File: src/rtl/codec_regbank_pkg.sv
package codec_regbank_pkg;

  // Direct word roles
  localparam int unsigned PTR_WORD    = 0;
  localparam int unsigned PORT_WORD   = 1;
  localparam int unsigned LOCKED_WORD = 2;
  localparam int unsigned CTRL_WORD   = 4;

  // Indirect entries with special behaviour
  localparam int unsigned WO_ENTRY    = 3;
  localparam int unsigned FIXED_A     = 11;
  localparam int unsigned MIXED_ENTRY = 12;
  localparam int unsigned FIXED_B     = 25;

  localparam logic [7:0] MIXED_PATTERN = 8'h8A;
  localparam logic [7:0] MIXED_KEEP    = 8'h40;
  localparam logic [7:0] FIXED_B_CODE  = 8'hA0;

  typedef enum logic [1:0] {
    ENT_PLAIN,
    ENT_FIXED,
    ENT_MIXED
  } entry_kind_e;

  function automatic entry_kind_e kind_of(input int unsigned e);
    if (e == FIXED_A || e == FIXED_B) return ENT_FIXED;
    if (e == MIXED_ENTRY)             return ENT_MIXED;
    return ENT_PLAIN;
  endfunction

  function automatic logic [7:0] reset_code(input int unsigned e);
    if (e == MIXED_ENTRY) return MIXED_PATTERN;
    if (e == FIXED_B)     return FIXED_B_CODE;
    return 8'h00;
  endfunction

endpackage

File: src/rtl/codec_direct_bank.sv
module codec_direct_bank
  import codec_regbank_pkg::*;
#(
  parameter int unsigned WORDS  = 16,
  parameter int unsigned DATA_W = 32,
  parameter int unsigned MASK_W = 7,
  localparam int unsigned WA_W  = $clog2(WORDS)
) (
  input  logic              clk,
  input  logic              rst,
  input  logic              clr,
  input  logic              wr_en,
  input  logic [WA_W-1:0]   wr_word,
  input  logic [DATA_W-1:0] wr_data,
  input  logic [WA_W-1:0]   rd_word,
  output logic [DATA_W-1:0] rd_val,
  output logic [DATA_W-1:0] ptr_word
);

  logic [DATA_W-1:0] q [WORDS];

  for (genvar w = 0; w < WORDS; w++) begin : g_word
    logic hit;
    assign hit = wr_en && (wr_word == WA_W'(w));
    if (w == PORT_WORD || w == LOCKED_WORD) begin : g_none
      assign q[w] = '0;
    end else if (w == CTRL_WORD) begin : g_ctrl
      logic [DATA_W-1:0] r;
      always_ff @(posedge clk) begin
        if (rst)      r <= '0;
        else if (hit) r <= DATA_W'(wr_data[MASK_W-1:0]);
      end
      assign q[w] = r;
    end else begin : g_plain
      logic [DATA_W-1:0] r;
      always_ff @(posedge clk) begin
        if (rst || clr) r <= '0;
        else if (hit)   r <= wr_data;
      end
      assign q[w] = r;
    end
  end

  assign rd_val   = q[rd_word];
  assign ptr_word = q[PTR_WORD];

  assert_ctrl_mask_R8: assert property (@(posedge clk) disable iff (rst)
    (wr_en && wr_word == WA_W'(CTRL_WORD)) |=>
      q[CTRL_WORD] == DATA_W'($past(wr_data[MASK_W-1:0])));

  assert_clear_ptr_R8: assert property (@(posedge clk) disable iff (rst)
    clr |=> ptr_word == '0);

  assert_ptr_store_R3: assert property (@(posedge clk) disable iff (rst)
    (wr_en && wr_word == WA_W'(PTR_WORD) && !clr) |=> ptr_word == $past(wr_data));

endmodule

File: src/rtl/codec_indirect_bank.sv
module codec_indirect_bank
  import codec_regbank_pkg::*;
#(
  parameter int unsigned DEPTH = 32,
  parameter int unsigned ENT_W = 8,
  localparam int unsigned IDX_W = $clog2(DEPTH)
) (
  input  logic             clk,
  input  logic             rst,
  input  logic             clr,
  input  logic             wr_en,
  input  logic [IDX_W-1:0] idx,
  input  logic [ENT_W-1:0] wr_data,
  output logic [ENT_W-1:0] rd_val
);

  logic [ENT_W-1:0] mem [DEPTH];

  for (genvar e = 0; e < DEPTH; e++) begin : g_ent
    localparam entry_kind_e KIND = kind_of(e);
    localparam logic [ENT_W-1:0] INIT = ENT_W'(reset_code(e));
    logic hit;
    assign hit = wr_en && (idx == IDX_W'(e));
    if (KIND == ENT_FIXED) begin : g_fixed
      assign mem[e] = INIT;
    end else if (KIND == ENT_MIXED) begin : g_mixed
      logic [ENT_W-1:0] r;
      always_ff @(posedge clk) begin
        if (rst || clr) r <= INIT;
        else if (hit)   r <= (wr_data & ENT_W'(MIXED_KEEP)) | ENT_W'(MIXED_PATTERN);
      end
      assign mem[e] = r;
    end else begin : g_plain
      logic [ENT_W-1:0] r;
      always_ff @(posedge clk) begin
        if (rst || clr) r <= INIT;
        else if (hit)   r <= wr_data;
      end
      assign mem[e] = r;
    end
  end

  assign rd_val = (idx == IDX_W'(WO_ENTRY)) ? '0 : mem[idx];

  assert_fixed_hold_R5: assert property (@(posedge clk) disable iff (rst)
    (wr_en && (idx == IDX_W'(FIXED_A) || idx == IDX_W'(FIXED_B))) |=>
      ($stable(mem[FIXED_A]) && $stable(mem[FIXED_B])));

  assert_mixed_write_R6: assert property (@(posedge clk) disable iff (rst)
    (wr_en && idx == IDX_W'(MIXED_ENTRY) && !clr) |=>
      mem[MIXED_ENTRY] == (($past(wr_data) & ENT_W'(MIXED_KEEP)) | ENT_W'(MIXED_PATTERN)));

  assert_clear_mixed_R8: assert property (@(posedge clk) disable iff (rst)
    clr |=> mem[MIXED_ENTRY] == ENT_W'(MIXED_PATTERN));

endmodule

File: src/rtl/codec_regbank.sv
module codec_regbank
  import codec_regbank_pkg::*;
#(
  parameter int unsigned ADDR_W    = 6,
  parameter int unsigned DATA_W    = 32,
  parameter int unsigned ENT_W     = 8,
  parameter int unsigned IND_DEPTH = 32,
  parameter int unsigned CTRL_W    = 7
) (
  input  logic              clk,
  input  logic              rst,
  input  logic              bus_req,
  input  logic              bus_we,
  input  logic [ADDR_W-1:0] bus_addr,
  input  logic [DATA_W-1:0] bus_wdata,
  output logic              rd_valid,
  output logic [DATA_W-1:0] rd_data,
  output logic              irq
);

  localparam int unsigned WA_W  = ADDR_W - 2;
  localparam int unsigned WORDS = 1 << WA_W;
  localparam int unsigned IDX_W = $clog2(IND_DEPTH);

  logic [WA_W-1:0]   word;
  logic              wr_en, rd_en, soft_clr, port_wr, port_sel;
  logic [DATA_W-1:0] dir_val, ptr_word;
  logic [ENT_W-1:0]  ind_val;
  logic [IDX_W-1:0]  idx;

  assign word     = bus_addr[ADDR_W-1:2];
  assign wr_en    = bus_req && bus_we && (word != WA_W'(LOCKED_WORD));
  assign rd_en    = bus_req && !bus_we;
  assign port_sel = (word == WA_W'(PORT_WORD));
  assign port_wr  = wr_en && port_sel;
  assign soft_clr = wr_en && (word == WA_W'(CTRL_WORD)) && bus_wdata[0];
  assign idx      = ptr_word[IDX_W-1:0];

  codec_direct_bank #(
    .WORDS (WORDS),
    .DATA_W(DATA_W),
    .MASK_W(CTRL_W)
  ) u_direct (
    .clk     (clk),
    .rst     (rst),
    .clr     (soft_clr),
    .wr_en   (wr_en),
    .wr_word (word),
    .wr_data (bus_wdata),
    .rd_word (word),
    .rd_val  (dir_val),
    .ptr_word(ptr_word)
  );

  codec_indirect_bank #(
    .DEPTH(IND_DEPTH),
    .ENT_W(ENT_W)
  ) u_indirect (
    .clk    (clk),
    .rst    (rst),
    .clr    (soft_clr),
    .wr_en  (port_wr),
    .idx    (idx),
    .wr_data(bus_wdata[ENT_W-1:0]),
    .rd_val (ind_val)
  );

  always_ff @(posedge clk) begin
    if (rst) begin
      rd_valid <= 1'b0;
      rd_data  <= '0;
    end else begin
      rd_valid <= rd_en;
      if (rd_en) rd_data <= port_sel ? DATA_W'(ind_val) : dir_val;
    end
  end

  assign irq = 1'b0;

  assert_rd_strobe_R9: assert property (@(posedge clk) disable iff (rst)
    rd_en |=> rd_valid);

  assert_no_strobe_R9: assert property (@(posedge clk) disable iff (rst)
    !rd_en |=> !rd_valid);

  assert_port_zext_R3: assert property (@(posedge clk) disable iff (rst)
    (rd_en && port_sel) |=> rd_data[DATA_W-1:ENT_W] == '0);

  assert_wo_read_R4: assert property (@(posedge clk) disable iff (rst)
    (rd_en && port_sel && idx == IDX_W'(WO_ENTRY)) |=> rd_data == '0);

  assert_locked_read_R7: assert property (@(posedge clk) disable iff (rst)
    (rd_en && word == WA_W'(LOCKED_WORD)) |=> rd_data == '0);

endmodule

File: config.mk
export PLATFORM = sky130hd
export DESIGN_NAME = codec_regbank
export DESIGN_NICKNAME = d
export VERILOG_FILES = /design/src/rtl/codec_regbank_pkg.sv /design/src/rtl/codec_direct_bank.sv /design/src/rtl/codec_indirect_bank.sv /design/src/rtl/codec_regbank.sv
export SDC_FILE = /design/constraint.sdc
export NUM_CORES = 2
export LEC_CHECK = 0
export BUFFER_PORTS_ARGS = -buffer_cell sky130_fd_sc_hd__buf_2
export CORE_ASPECT_RATIO = 1.4
export CORE_UTILIZATION = 52
export DETAILED_ROUTE_END_ITERATION = 7
export PLACE_DENSITY = 0.79
export SLEW_MARGIN = 20
export SYNTH_ARGS = -nofsm -noshare
export SYNTH_HDL_FRONTEND = slang
export SYNTH_SLANG_ARGS = --single-unit
File: constraint.sdc
create_clock -name clk -period 2.3 [get_ports clk]
set_input_delay 0.23 -clock clk [delete_from_list [all_inputs] [get_ports clk]]
set_output_delay 0.23 -clock clk [all_outputs]
set_load 0.03 [all_outputs]
==> summary.md <==
| Metric | Value |
|---|---|
| Status | `finished clean` |
| # diodes | `0` |
| Routed Antenna Nets | `0` |
| Layout Cells excl Fill | `roughly 4300` |
| Post-DP HPWL | `56200 microns` |
| Hold Fails Final Rpt | `0` |
| HP Class | `input pin to flip-flop` |
| Pwr/cell area | `~700 mW/mm^2` |
| Synth area leader | `dfxtp_1` |
| Predominant post-synthesis flop cell | `dfxtp_1` |
| GRT Total Usage | `0.308` |
| Syn_area_per_cell | `approximately 8.5 sq um` |
| Top-Level Pins | `76` |
| CTS Buf Count | `67` |
| Antenna violations before repair | `0` |
| Top post-synthesis cells by area | `dfxtp_1 (47%), nand2_1 (14%), mux4_2 (11%)` |
| Internal cell power | `roughly 0.018 W` |
| Worst Setup EP | `rd_data[4]$_SDFFE_PP0P_` |
| Clock Sinks | `689` |
| Max_slew headroom | `0.466` |
| Drt via density | `just over 6` |
| Largest net degree at the start of global routing | `77` |
| Max-Cap Viols | `0` |
| Worst setup path start | `u_direct.ptr_word[3]$_SDFFE_PP0P_` |
| Reg-to-Reg End | `rd_data[4]$_SDFFE_PP0P_` |
| Critical path type | `flip-flop to flip-flop` |
| GR Overflow Total | `0` |
| Clk buf depth | `3` |
| Layout net count | `3575` |
| Post-Syn Area | `approximately 0.030 sq mm` |
| Fin crit period | `~2.3 ns` |
| Wirelength, routed | `~90000 microns` |
| DR vias | `26371` |
| Worst vdd ir | `just under 0.5 mV` |
| FP Rows | `approximately 100` |
| WP data arrival | `between 2 and 3 ns` |
| Dpl cells | `between 4000 and 5000` |
| Synth-to-layout area growth | `16.3%` |
| # fillers | `4553` |
| CTS tree | `built` |
| Starting DRT DRC Count | `2622` |
| Logic pwr share | `0.054` |
| Clock Skew | `0.0182 ns` |
| Core Util, Final | `0.610` |
| Unrepaired setup endpoints after global routing | `no` |
| Detailed Routing Iterations Pass 1 | `5` |
| Clock Latency Late Sink | `0.60 ns` |
| Netlist cell types | `approximately 50` |
| Seq/Total Area, Yosys | `0.467` |
| Seq pwr share | `0.503` |
| Initial Utilization | `0.525` |
| #FFs+latches synth | `roughly 700` |
| Die X-Extent | `approximately 200 microns` |
| Die Y | `roughly 280 microns` |
| Syn Inst Count | `3464` |
| CORE AREA | `0.0563 sq mm` |
| Post-synth net total | `3506` |
| Net load switching power | `between 0.005 and 0.006 W` |
| Fmax | `440 MHz` |
| Avg WL per Cell | `~21 microns` |
| Critical Path RT | `between 2 and 3 ns` |
| CP Launch Type | `flip-flop` |
| PortBufs | `a little over 70` |
| Total die area | `between 0.05 and 0.06 sq mm` |
| Hold_ws | `roughly 0.021 ns` |
| Clk pin slew, worst setup/hold paths | `approximately 0.060 ns` |
| P_leak | `roughly 11 nW` |
| Share of cells above drive strength 1 | `0.176` |
| Measured slew at the worst slew-check pin | `roughly 0.80 ns` |
| DRC viols | `0` |
| First-pass GRT wire length | `approximately 140000 microns` |
| Sw Ratio | `0.230` |
| Crit end category | `flip-flop` |
| # setup viols final | `0` |
| Ys async rst share | `0` |
| Share of Yosys cell area claimed by the top area cell type | `0.467` |
| GP Congestion | `roughly 0.90` |
| Pre-CTS WS | `-0.0199 ns` |
| Synth Warn # | `0` |
| R2R cell count | `5` |
| Tcrit/Tclk final | `0.987` |
| Critical Path Fanout Max | `11` |
| Vias in the first global route | `between 20000 and 30000` |
| Fin area | `~0.034 sq mm` |
| H-tree levels | `3` |
| Post-DP Area | `0.0321 sq mm` |
| Post-synth EDFFs | `0` |
| Critical register-to-register path startpoint | `u_direct.ptr_word[3]$_SDFFE_PP0P_` |
| Clock power frac | `0.443` |
| Setup ws final | `between 0.02 and 0.03 ns` |
| Worst R2R Setup Slack | `~0.03 ns` |
| Slew Viols, Final | `0` |
| Root Buffer | `clkbuf_16` |
-- synthesized netlist by cell type (14+ instances only) --
master       n
mux4_2     142
mux2i_1     51
a22o_1      74
mux2_2      34
buf_2       57
a21oi_1    631
nor2_1      63
dfxtp_1    689
a22oi_1     14
clkbuf_1   260
o21ai_0    102
nand3_1    126
nand2_1   1089
-- stage by stage --
step	power (W)	TNS, ns
CTS	0.0240	0
global route	0.0245	0
floorplan	0.0130	0
global placement	0.0135	0
detailed placement	0.0135	-0.0199
finish	0.0239	0
-- cell families (layout without fill, tap and decap cells) --
group                  after synthesis  count (layout)  share of synthesized area
DFF                                689             689                      0.467
muxes                              227             227                      0.138
AOI/OAI and AO/OA                  867             867                      0.163
buffers and inverters              343             457                     0.0471
other                                1               1                   0.000127
and+or+nand+nor                   1337            1337                      0.185
-- placed cells by master, fill, tap and decap left out, drive strengths merged, types with 3 or more instances in the layout --
cell,instances
a221o,5
mux2i,51
inv,7
a311oi,4
nand3,126
nor2,64
clkbuf,95
dlygate4sd3,23
nand2,1089
buf,315
mux4,142
clkinv,14
o31ai,4
a211oi,3
nand4,5
o2bb2ai,8
nor4,3
nor3,11
o21ai,102
mux2,34
a22oi,14
dfxtp,689
a21oi,631
and2,9
a221oi,7
a22o,74
nand2b,7
a2111oi,6
nor2b,12
-- metal layers --
layer | track usage | up-vias | share of wire
met2 | 0.525 | 1318 | 0.49
met4 | 0.211 | 0 | 0.068
li1 | - | 12061 | -
met5 | 0 | - | 0
met3 | 0.0424 | 345 | 0.079
met1 | 0.358 | 12647 | 0.36
-- how the worst min path moves through the flow --
stage / start / end / slack (ns) / cells after the start
5_1_grt: bus_wdata[15] / u_direct.g_word[12].g_plain.r[15]$_SDFFE_PP0P_ / 0.03 / 3
2_1_floorplan: bus_we / rd_valid$_SDFF_PP0_ / 0.35 / 1
4_1_cts: bus_wdata[29] / u_direct.g_word[7].g_plain.r[29]$_SDFFE_PP0P_ / 0.0006 / 3
6_report: bus_wdata[29] / u_direct.g_word[7].g_plain.r[29]$_SDFFE_PP0P_ / 0.02 / 3
3_3_place_gp: u_direct.g_word[5].g_plain.r[5]$_SDFFE_PP0P_ / u_direct.g_word[5].g_plain.r[5]$_SDFFE_PP0P_ / 0.44 / 2
3_5_place_dp: u_direct.g_word[6].g_plain.r[0]$_SDFFE_PP0P_ / u_direct.g_word[6].g_plain.r[0]$_SDFFE_PP0P_ / 0.44 / 2
-- worst max-delay path: stages, from the launching register on --
cell and delay [ns]:
dfxtp_1 0.68, inv_2 0.23, and3_1 0.23, a2111oi_1 0.50, a211oi_1 0.19, a221o_1 0.34
-- registers in the layout, summed over array words and instances, names as in the netlist --
register / flops
u_direct.g_word.g_plain.r: 384
u_indirect.g_ent.g_plain.r: 232
rd_data: 32
u_direct.ptr_word: 32
u_direct.g_word.g_ctrl.r: 7
rd_valid: 1
u_indirect.g_ent.g_mixed.r: 1
-- power by group through the flow --
stage / clock [W] / combinational, W / sequential, W
6_report: 0.0106 / 0.00129 / 0.0120
5_1_grt: 0.0112 / 0.00135 / 0.0120
4_1_cts: 0.0107 / 0.00127 / 0.0120
3_5_place_dp: 0 / 0.00123 / 0.0123
3_3_place_gp: 0 / 0.00122 / 0.0123
2_1_floorplan: 0 / 0.000699 / 0.0123
-- cell type report --
cell class	instances	area, sq um	share of cell area
clock inverter	19	163	0.00473
sequential	689	13800	0.402
inverter	5	18.8	0.000546
tap	735	920	0.0268
multi-input combinational	2432	14500	0.422
clock buffer	95	1900	0.0554
timing repair buffer	338	3060	0.0891
-- timing repair --
action / in CTS / in global routing
buffers inserted: 0 / 0
endpoints found under the setup margin: 1 / 36
gates resized for setup: 1 / 3
hold buffers: 23 / 0
endpoints found under the hold margin: 216 / 0
Power figures use the tool's default switching activity.
